<file path="src/rtl/irq_prio_pkg.sv">
package irq_prio_pkg;

    localparam int NUM_SRC = 7;
    localparam int NUM_LVL = 4;
    localparam int LVL_W   = $clog2(NUM_LVL);
    localparam int SRC_W   = $clog2(NUM_SRC);
    localparam int ADDR_W  = 16;
    localparam int EXT_NUM = 2;
    localparam int LVLS_W  = NUM_SRC * LVL_W;

    typedef enum logic [SRC_W-1:0] {
        SRC_EXT0 = 3'd0,
        SRC_TMR0 = 3'd1,
        SRC_EXT1 = 3'd2,
        SRC_TMR1 = 3'd3,
        SRC_SER  = 3'd4,
        SRC_TMR2 = 3'd5,
        SRC_WDOG = 3'd6
    } src_e;

    typedef enum logic [1:0] {
        CLR_NEVER,
        CLR_ALWAYS,
        CLR_IF_EDGE
    } clr_mode_e;

    typedef struct packed {
        logic             valid;
        logic [SRC_W-1:0] idx;
        logic [LVL_W-1:0] lvl;
    } grant_t;

    typedef struct packed {
        logic             valid;
        logic [LVL_W-1:0] lvl;
    } svc_lvl_t;

    function automatic logic [LVL_W-1:0] lvl_of(input logic [LVLS_W-1:0] flat, input int i);
        return flat[i*LVL_W +: LVL_W];
    endfunction

    function automatic logic [ADDR_W-1:0] vec_of(input logic [SRC_W-1:0] idx);
        return ADDR_W'({idx, 3'b011});
    endfunction

    function automatic clr_mode_e clr_mode_of(input src_e s);
        case (s)
            SRC_TMR0, SRC_TMR1: return CLR_ALWAYS;
            SRC_EXT0, SRC_EXT1: return CLR_IF_EDGE;
            default:            return CLR_NEVER;
        endcase
    endfunction

    function automatic int edge_sel(input src_e s);
        return (s == SRC_EXT1) ? 1 : 0;
    endfunction

    function automatic svc_lvl_t top_of(input logic [NUM_LVL-1:0] v);
        svc_lvl_t r;
        r = '0;
        for (int l = 0; l < NUM_LVL; l++) begin
            if (v[l]) begin
                r.valid = 1'b1;
                r.lvl   = LVL_W'(l);
            end
        end
        return r;
    endfunction

endpackage

</file>
<file path="src/rtl/irq_req_gate.sv">
module irq_req_gate
    import irq_prio_pkg::*;
(
    input  logic [NUM_SRC-1:0] flag,
    input  logic [NUM_SRC-1:0] en,
    input  logic               glob_en,
    output logic [NUM_SRC-1:0] req
);

    genvar i;
    generate
        for (i = 0; i < NUM_SRC; i++) begin : g_gate
            assign req[i] = flag[i] & en[i] & glob_en;
        end
    endgenerate

endmodule

</file>
<file path="src/rtl/irq_arbiter.sv">
module irq_arbiter
    import irq_prio_pkg::*;
(
    input  logic [NUM_SRC-1:0] req,
    input  logic [LVLS_W-1:0]  lvl_flat,
    output grant_t             grant
);

    logic [NUM_LVL-1:0][NUM_SRC-1:0] at_lvl;

    genvar l, i;
    generate
        for (l = 0; l < NUM_LVL; l++) begin : g_lvl
            for (i = 0; i < NUM_SRC; i++) begin : g_src
                assign at_lvl[l][i] = req[i] && (lvl_of(lvl_flat, i) == LVL_W'(l));
            end
        end
    endgenerate

    always_comb begin
        grant = '0;
        for (int lv = 0; lv < NUM_LVL; lv++) begin
            if (|at_lvl[lv]) begin
                grant.valid = 1'b1;
                grant.lvl   = LVL_W'(lv);
                for (int s = NUM_SRC - 1; s >= 0; s--) begin
                    if (at_lvl[lv][s]) begin
                        grant.idx = SRC_W'(s);
                    end
                end
            end
        end
    end

endmodule

</file>
<file path="src/rtl/irq_svc_stack.sv">
module irq_svc_stack
    import irq_prio_pkg::*;
(
    input  logic               clk,
    input  logic               rst,
    input  logic               push,
    input  logic [LVL_W-1:0]   push_lvl,
    input  logic               pop,
    output logic [NUM_LVL-1:0] svc_bits,
    output svc_lvl_t           cur
);

    logic [NUM_LVL-1:0] pop_mask;
    logic [NUM_LVL-1:0] push_mask;

    assign cur = top_of(svc_bits);

    always_comb begin
        pop_mask  = '0;
        push_mask = '0;
        if (pop && cur.valid) begin
            pop_mask[cur.lvl] = 1'b1;
        end
        if (push) begin
            push_mask[push_lvl] = 1'b1;
        end
    end

    always_ff @(posedge clk) begin
        if (rst) begin
            svc_bits <= '0;
        end else begin
            svc_bits <= (svc_bits & ~pop_mask) | push_mask;
        end
    end

endmodule

</file>
<file path="src/rtl/irq_flag_clr.sv">
module irq_flag_clr
    import irq_prio_pkg::*;
(
    input  logic               fire,
    input  logic [SRC_W-1:0]   idx,
    input  logic [EXT_NUM-1:0] ext_edge,
    output logic [NUM_SRC-1:0] clr
);

    genvar i;
    generate
        for (i = 0; i < NUM_SRC; i++) begin : g_clr
            if (clr_mode_of(src_e'(i)) == CLR_ALWAYS) begin : g_always
                assign clr[i] = fire && (idx == SRC_W'(i));
            end else if (clr_mode_of(src_e'(i)) == CLR_IF_EDGE) begin : g_edge
                assign clr[i] = fire && (idx == SRC_W'(i)) && ext_edge[edge_sel(src_e'(i))];
            end else begin : g_never
                assign clr[i] = 1'b0;
            end
        end
    endgenerate

endmodule

</file>
<file path="src/rtl/irq_prio_ctrl.sv">
module irq_prio_ctrl
    import irq_prio_pkg::*;
(
    input  logic                clk,
    input  logic                rst,
    input  logic [NUM_SRC-1:0]  src_flag,
    input  logic [NUM_SRC-1:0]  src_en,
    input  logic                glob_en,
    input  logic [LVLS_W-1:0]   src_lvl,
    input  logic [EXT_NUM-1:0]  ext_edge,
    input  logic                last_cycle,
    input  logic                blk_write,
    input  logic                reti,
    output logic                vec_req,
    output logic [ADDR_W-1:0]   vec_addr,
    output logic [NUM_SRC-1:0]  flag_clr,
    output logic [NUM_LVL-1:0]  in_svc
);

    logic [NUM_SRC-1:0] req;
    grant_t             grant;
    svc_lvl_t           cur;
    logic               window_open;
    logic               beats_cur;
    logic               fire;
    logic               pop;
    logic [NUM_SRC-1:0] clr_next;

    irq_req_gate u_gate (
        .flag    (src_flag),
        .en      (src_en),
        .glob_en (glob_en),
        .req     (req)
    );

    irq_arbiter u_arb (
        .req      (req),
        .lvl_flat (src_lvl),
        .grant    (grant)
    );

    assign window_open = last_cycle && !blk_write && !reti;
    assign beats_cur   = !cur.valid || (grant.lvl > cur.lvl);
    assign fire        = grant.valid && window_open && beats_cur;
    assign pop         = reti && last_cycle;

    irq_svc_stack u_stack (
        .clk      (clk),
        .rst      (rst),
        .push     (fire),
        .push_lvl (grant.lvl),
        .pop      (pop),
        .svc_bits (in_svc),
        .cur      (cur)
    );

    irq_flag_clr u_clr (
        .fire     (fire),
        .idx      (grant.idx),
        .ext_edge (ext_edge),
        .clr      (clr_next)
    );

    always_ff @(posedge clk) begin
        if (rst) begin
            vec_req  <= 1'b0;
            vec_addr <= '0;
            flag_clr <= '0;
        end else begin
            vec_req  <= fire;
            vec_addr <= fire ? vec_of(grant.idx) : '0;
            flag_clr <= clr_next;
        end
    end

endmodule

</file>
<file path="config.mk">
export PLATFORM = sky130hd
export DESIGN_NAME = irq_prio_ctrl
export DESIGN_NICKNAME = d
export VERILOG_FILES = /design/src/rtl/irq_prio_pkg.sv /design/src/rtl/irq_req_gate.sv /design/src/rtl/irq_arbiter.sv /design/src/rtl/irq_svc_stack.sv /design/src/rtl/irq_flag_clr.sv /design/src/rtl/irq_prio_ctrl.sv
export SDC_FILE = /design/constraint.sdc
export NUM_CORES = 1
export LEC_CHECK = 0
export ABC_AREA = 1
export BUFFER_PORTS_ARGS = -buffer_cell sky130_fd_sc_hd__buf_4
export CAP_MARGIN = 20
export CORE_MARGIN = 3
export CORE_UTILIZATION = 43
export CTS_BUF_LIST = sky130_fd_sc_hd__clkbuf_8
export DETAILED_ROUTE_END_ITERATION = 10
export MAX_ROUTING_LAYER = met4
export PLACE_DENSITY = 0.81
export SYNTH_ARGS = -nofsm -noshare
export SYNTH_HDL_FRONTEND = slang
export SYNTH_SLANG_ARGS = --single-unit
export TNS_END_PERCENT = 5
</file>
<file path="constraint.sdc">
create_clock -name clk -period 2.65 [get_ports clk]
set_input_delay 0.53 -clock clk [delete_from_list [all_inputs] [get_ports clk]]
set_output_delay 0.53 -clock clk [all_outputs]
set_load 0.01 [all_outputs]
</file>
==> qor.csv, run 1 <==
stage,metric,value,unit
timing,Final period util,104,%
power_and_ir_drop,Internal,0.444,mW
routing,vias per cell,5.08,
timing,Max Slew Vio Count,0,
routing,drt first pass iters,4,
status,failing checks,negative setup slack,
power_and_ir_drop,worst vdd ir,0.262,mV
yosys,largest family of logic cells by synthesized area,simple AND/OR/NAND/NOR gates,
routing,vias,1736,
layout,Final Cell Area,2220,um2
yosys,ys async rst share,0,%
clock_network,"CTS clk-pin slew, worst paths",0.06,ns
power_and_ir_drop,Comb pwr share,41.9,%
layout,Filler cells,197,
setup_path,CP Class,input pin to flip-flop,
yosys,#FFs+latches synth,12,
worst_hold_path,worst min-delay path class,input pin to flip-flop,
routing,DR iter-0 viols,75,
worst_hold_path,hold_sp,rst,
setup_path,cell chain of the critical path,buf_12 -> nand3_4 -> nor3_1 -> nor2_1 -> nand2_1 -> nor2_4 -> inv_2 -> nor2_4 -> inv_2 -> ha_4 -> inv_2 -> nor2_1 -> o21ai_1 -> a21boi_1 -> inv_1 -> nor2_2 -> inv_2 -> nor2_4 -> inv_2 -> nor2_4 -> nand3_2 -> a21oi_2,
grt,first-pass GRT wire length,6180,um
power_and_ir_drop,Reg power frac,27.9,%
setup_path,worst reg2reg path startpoint,u_stack.svc_bits[3],
timing,clock period minus worst slack,2.77,ns
timing,"Hold Vio Cnt, Final",0,
setup_path,CP max-delay cell,ha_4,
die,Initial Utilization,46.3,%
layout,share of cells above drive strength 1,48.6,%
yosys,"Top FF cell, synth",dfxtp_1,
power_and_ir_drop,switch share,33.4,%
grt,GRT Overall Usage,22.1,%
yosys,Synth Area in Simple Gates,45.2,%
yosys,Mapped Avg Cell Area,5.90,um2
yosys,"Seq/Total Area, Yosys",18.5,%
timing,RSZ-0062 raised after global routing,true,
setup_path,CP Data Required Time,2.83,ns
die,I/O pins,64,
layout,Area Overhead vs Synth,71.3,%
timing,Final Worst Setup Slack,-0.119,ns
clock_network,total CTS buffers,3,
power_and_ir_drop,pwr dens,300,nW/um2
clock_network,clk buf depth,2,
layout,diode count,0,
routing,Final ANT Viol Nets,0,
power_and_ir_drop,clock network fraction of design power,30.2,%
clock_network,CTS root buf,clkbuf_8,
place,Area after DPL,1850,um2
die,Die Ht,61.0,um
die,Die Wd,61.0,um
yosys,Post-Syn Area,1300,um2
clock_network,CTS tree,built,
layout,nets,350,
yosys,adder-cell share of the synthesized area,1.93,%
yosys,mux cell area share after synthesis,0,%
setup_path,Crit Reg-Reg Endpoint,flag_clr[2],
layout,highest-count cells in the layout ignoring fill and taps,"buf_4 (87), inv_1 (41), nand2_1 (37), conb_1 (14), nor3_1 (13)",
setup_path,crit-path most repeated cell,inv_2,
worst_hold_path,WHS Path Cells,2,
yosys,"EDFF count, synth",0,
yosys,count of different cell masters after synthesis,31,
timing,Highest Clock Rate,361,MHz
layout,"commonest non-fill, non-tap cell in the layout",buf_4,
grt,"Remaining Overflow, GRT",0,
setup_path,startpoint types,input pin,
routing,drt drc,0,
status,status,"finished, violations left",
place,Setup WS pre-CTS,-0.322,ns
yosys,Gate Count Post-Synth,220,
setup_path,R2R depth,14,
clock_network,hold_buf cts,0,
timing,Hold Slack,0.507,ns
timing,clk_skew,0.00450,ns
timing,setup TNS,-0.434,ns
setup_path,crit-path max cell delay,0.26,ns
setup_path,Crit Path Max Fanout,8,
clock_network,Sinks on Clock Net,12,
place,GP Congestion,0.870,
clock_network,Skew-Pair Late Insertion Delay,0.24,ns
timing,endpoints failing setup,7,
routing,Avg WL per Cell,13.2,um
power_and_ir_drop,Psw,0.222,mW
yosys,yosys warns,0,
place,post-detail-place hpwl,2910,um
clock_network,H-tree levels,1,
grt,vias in the first global route,1543,
power_and_ir_drop,Final Total Pwr,0.666,mW
yosys,Compound-Gate Fraction of Synth Area,8.96,%
power_and_ir_drop,Lkg Pwr,1.14,nW
grt,largest net degree at the start of global routing,9,
yosys,xor/xnor cell area share of the yosys netlist,0,%
die,CORE AREA,2810,um2
setup_path,Critical Path End Type,flip-flop,
setup_path,critical path arrival,2.94,ns
routing,detailed-route wire length,4520,um
job,MaxCap Viol Count,0,
die,die area,3720,um2
grt,initial antenna violation count,0,
worst_hold_path,WHS Endpoint,u_stack.svc_bits[2],
die,num rows,19,
setup_path,Worst R2R Setup Slack,0.61,ns
place,I/O Buffers,49,
[how the worst max path moves through the flow]
stage	depth (start not counted)	from	to	slack, ns
floorplan	24	glob_en	flag_clr[2]	-0.07
global placement	20	glob_en	flag_clr[2]	-0.27
detailed placement	24	glob_en	flag_clr[2]	-0.32
CTS	24	glob_en	flag_clr[2]	0.008
global route	22	src_lvl[5]	flag_clr[2]	-0.27
finish	22	glob_en	flag_clr[2]	-0.12
[routing by layer]
| layer | global-route usage [%] | part of all wire (%) | wire, um |
|---|---|---|---|
| met5 | - | 0 | 0 |
| met4 | 10.2 | 5.2 | 237 |
| met3 | 4.04 | 5.6 | 253 |
| met2 | 40.0 | 54 | 2420 |
| met1 | 22.8 | 36 | 1610 |
[Yosys cell counts, types with 3 or more instances]
| master | n | area, um2 |
|---|---|---|
| nor2_1 | 23 | 86.3 |
| nand2_1 | 40 | 150 |
| nor3_2 | 3 | 30.0 |
| nor3_1 | 21 | 105 |
| inv_1 | 46 | 173 |
| inv_2 | 6 | 22.5 |
| a21oi_1 | 6 | 30.0 |
| dfxtp_1 | 12 | 240 |
| nor2_4 | 3 | 33.8 |
| nand3_1 | 13 | 65.1 |
| buf_4 | 16 | 120 |
[worst max-delay path: cells and delay by family]
family | cells | cell delay (ns)
simple gates | 11 | 1.25
buf+inv | 7 | 0.51
fa+ha+maj | 1 | 0.26
compound gates | 3 | 0.36
[flip-flops by register name, summed over array words and instances (netlist names)]
register and count:
u_stack.svc_bits 4, vec_addr 4, flag_clr 4
[power groups by stage]
stage	registers, mW	clock network, mW	logic (mW)
after global routing	0.186	0.207	0.305
after detailed placement	0.190	0	0.207
after floorplan	0.191	0	0.127
after global placement	0.189	0	0.203
final	0.186	0.201	0.279
after CTS	0.186	0.202	0.231
[stage by stage]
step	std cells	util (%)
after global placement	325	65.9
after global routing	342	79.3
after floorplan	233	-
final	342	79.3
after detailed placement	325	65.9
after CTS	336	72.1
[timing repair]
action,4_1_cts,5_1_grt
setup endpoints to repair,7,11
hold endpoints to repair,0,0
pin swaps,12,26
resized for setup,15,41
buffers inserted,7,6
[cells by family after synthesis]
kind of cell,count (synthesis)
fa+ha+maj,2
buf+inv,69
compound gates,18
flops,12
other cells,1
simple gates,118
[area by class of cell]
| type | instances | area [um2] | share of cell area, % |
|---|---|---|---|
| Clock buffer | 4 | 55.1 | 2.47 |
| Inverter | 52 | 210 | 9.45 |
| Multi-Input combinational cell | 152 | 973 | 43.8 |
| Sequential cell | 12 | 240 | 10.8 |
| Tap cell | 31 | 38.8 | 1.74 |
| Timing Repair Buffer | 91 | 707 | 31.8 |
No activity file was read; power rests on OpenSTA's default activity.
==> run 2: changes to the inputs <==
- CORE_MARGIN: 3 -> default
==> qor.csv, run 2 (same netlist as run 1, synthesis figures left out) <==
stage,metric,value,unit
timing,endpoints failing setup,6,
layout,share of cells above drive strength 1,47.5,%
grt,largest net degree at the start of global routing,9,
grt,initial antenna violation count,0,
die,Die Wd,57.0,um
die,num rows,19,
place,I/O Buffers,49,
layout,Final Cell Area,2230,um2
layout,Area Overhead vs Synth,71.6,%
timing,Final Worst Setup Slack,-0.167,ns
status,failing checks,"design-rule violations, negative setup slack",
die,I/O pins,64,
grt,GRT Overall Usage,24.2,%
setup_path,Critical Path End Type,flip-flop,
place,post-detail-place hpwl,2670,um
worst_hold_path,worst min-delay path class,flip-flop to flip-flop,
routing,drt drc,9,
layout,nets,355,
setup_path,CP Data Required Time,2.82,ns
setup_path,critical path arrival,2.98,ns
layout,biggest regs,"flag_clr x4, u_stack.svc_bits x4, vec_addr x4",
clock_network,Skew-Pair Late Insertion Delay,0.23,ns
timing,clock period minus worst slack,2.82,ns
timing,Final period util,106,%
layout,post-layout util,79.4,%
clock_network,H-tree levels,1,
layout,post-route insts no fill,347,
setup_path,cell chain of the critical path,buf_12 -> clkinv_4 -> nor2_4 -> inv_4 -> nor3_4 -> nor2_1 -> buf_4 -> buf_4 -> buf_4 -> buf_4 -> buf_4 -> buf_4 -> buf_4 -> buf_4 -> buf_4 -> buf_4 -> o31ai_4 -> a21oi_1 -> inv_1 -> nand4_1 -> a21oi_1,
job,MaxCap Viol Count,0,
clock_network,CTS root buf,clkbuf_8,
power_and_ir_drop,worst vdd ir,0.243,mV
layout,diode count,0,
timing,Highest Clock Rate,355,MHz
power_and_ir_drop,Final Total Pwr,0.658,mW
routing,Avg WL per Cell,13.2,um
clock_network,clk buf depth,2,
routing,vias per cell,5.05,
place,GP Congestion,0.899,
timing,clk_skew,0.000819,ns
timing,RSZ-0062 raised after global routing,true,
clock_network,total CTS buffers,3,
clock_network,hold_buf cts,0,
place,Cells after DPL,325,
die,die area,3240,um2
routing,drt first pass iters,7,
setup_path,crit-path max cell delay,0.18,ns
routing,Final ANT Viol Nets,0,
layout,"commonest non-fill, non-tap cell in the layout",buf_4,
setup_path,crit-path most repeated cell,buf_4,
die,CORE AREA,2810,um2
grt,vias in the first global route,1547,
clock_network,CTS tree,built,
clock_network,"CTS clk-pin slew, worst paths",0.05,ns
clock_network,Sinks on Clock Net,12,
routing,vias,1754,
grt,"Remaining Overflow, GRT",0,
grt,first-pass GRT wire length,6070,um
die,Die Ht,57.0,um
die,Initial Utilization,46.3,%
power_and_ir_drop,pwr dens,295,nW/um2
place,Area after DPL,1850,um2
setup_path,startpoint types,input pin,
timing,"Hold Vio Cnt, Final",0,
setup_path,CP Class,input pin to flip-flop,
setup_path,Crit Path Max Fanout,8,
routing,DR iter-0 viols,110,
power_and_ir_drop,Lkg Pwr,1.15,nW
timing,Max Slew Vio Count,0,
layout,highest-count cells in the layout ignoring fill and taps,"buf_4 (93), inv_1 (43), nand2_1 (39), nor2_1 (14), conb_1 (14)",
setup_path,CP max-delay cell,o31ai_4,
routing,detailed-route wire length,4570,um
status,status,"finished, violations left",
==> run 2: changes by cell type in the layout (fill, tap and decap cells not counted), sizes merged <==
| cell | change |
|---|---|
| buf | +5 |
==> run 2: metal layers <==
| metal | vias to the layer above | part of all wire, % | global-route usage (%) |
|---|---|---|---|
| met5 | - | 0 | - |
| met4 | 0 | 5.8 | 9.76 |
| met3 | 27 | 4.7 | 3.63 |
| met2 | 82 | 52 | 45.4 |
| met1 | 792 | 37 | 24.9 |
| li1 | 853 | - | - |
==> run 2: worst paths after layout <==
kind                  startpoint                   to  slack [ns]  depth (start not counted)
max                      glob_en          flag_clr[0]       -0.17                         21
min          u_stack.svc_bits[0]  u_stack.svc_bits[0]        0.52                          2
max reg2reg  u_stack.svc_bits[3]          flag_clr[2]        0.66                         14
min reg2reg  u_stack.svc_bits[0]  u_stack.svc_bits[0]        0.52                          2
==> run 2: repair_timing <==
action	CTS	global route
pin swaps	13	24
setup endpoints to repair	7	11
resized for setup	12	32
setup buffers	12	6
==> run 2: cell type report <==
| class | count | area [um2] |
|---|---|---|
| multi-input combinational | 152 | 951 |
| tap | 31 | 38.8 |
| sequential | 12 | 240 |
| inverter | 52 | 203 |
| clock buffer | 4 | 55.1 |
| timing repair buffer | 96 | 741 |
| fill | 194 | 577 |
==> run 2: per-stage QoR <==
step	hold WS, ns	setup TNS [ns]	worst slack (ns)
3_3_place_gp	0.505	-1.78	-0.278
4_1_cts	0.515	0	0.0102
2_1_floorplan	0.511	-0.111	-0.0737
5_1_grt	0.522	-1.76	-0.256
6_report	0.519	-0.711	-0.167
3_5_place_dp	0.504	-2.32	-0.329
==> run 2: worst max-delay path: cells and delay by family <==
family                 cells  cell delay, ns
and+or+nand+nor            4            0.43
buffers and inverters     14            1.64
AOI/OAI and AO/OA          3            0.39
==> run 2: power by group <==
group	internal [mW]	switching, mW	total (mW)
logic	0.128	0.147	0.275
registers	0.184	0.00217	0.186
clock network	0.131	0.0657	0.197
total	0.443	0.215	0.658
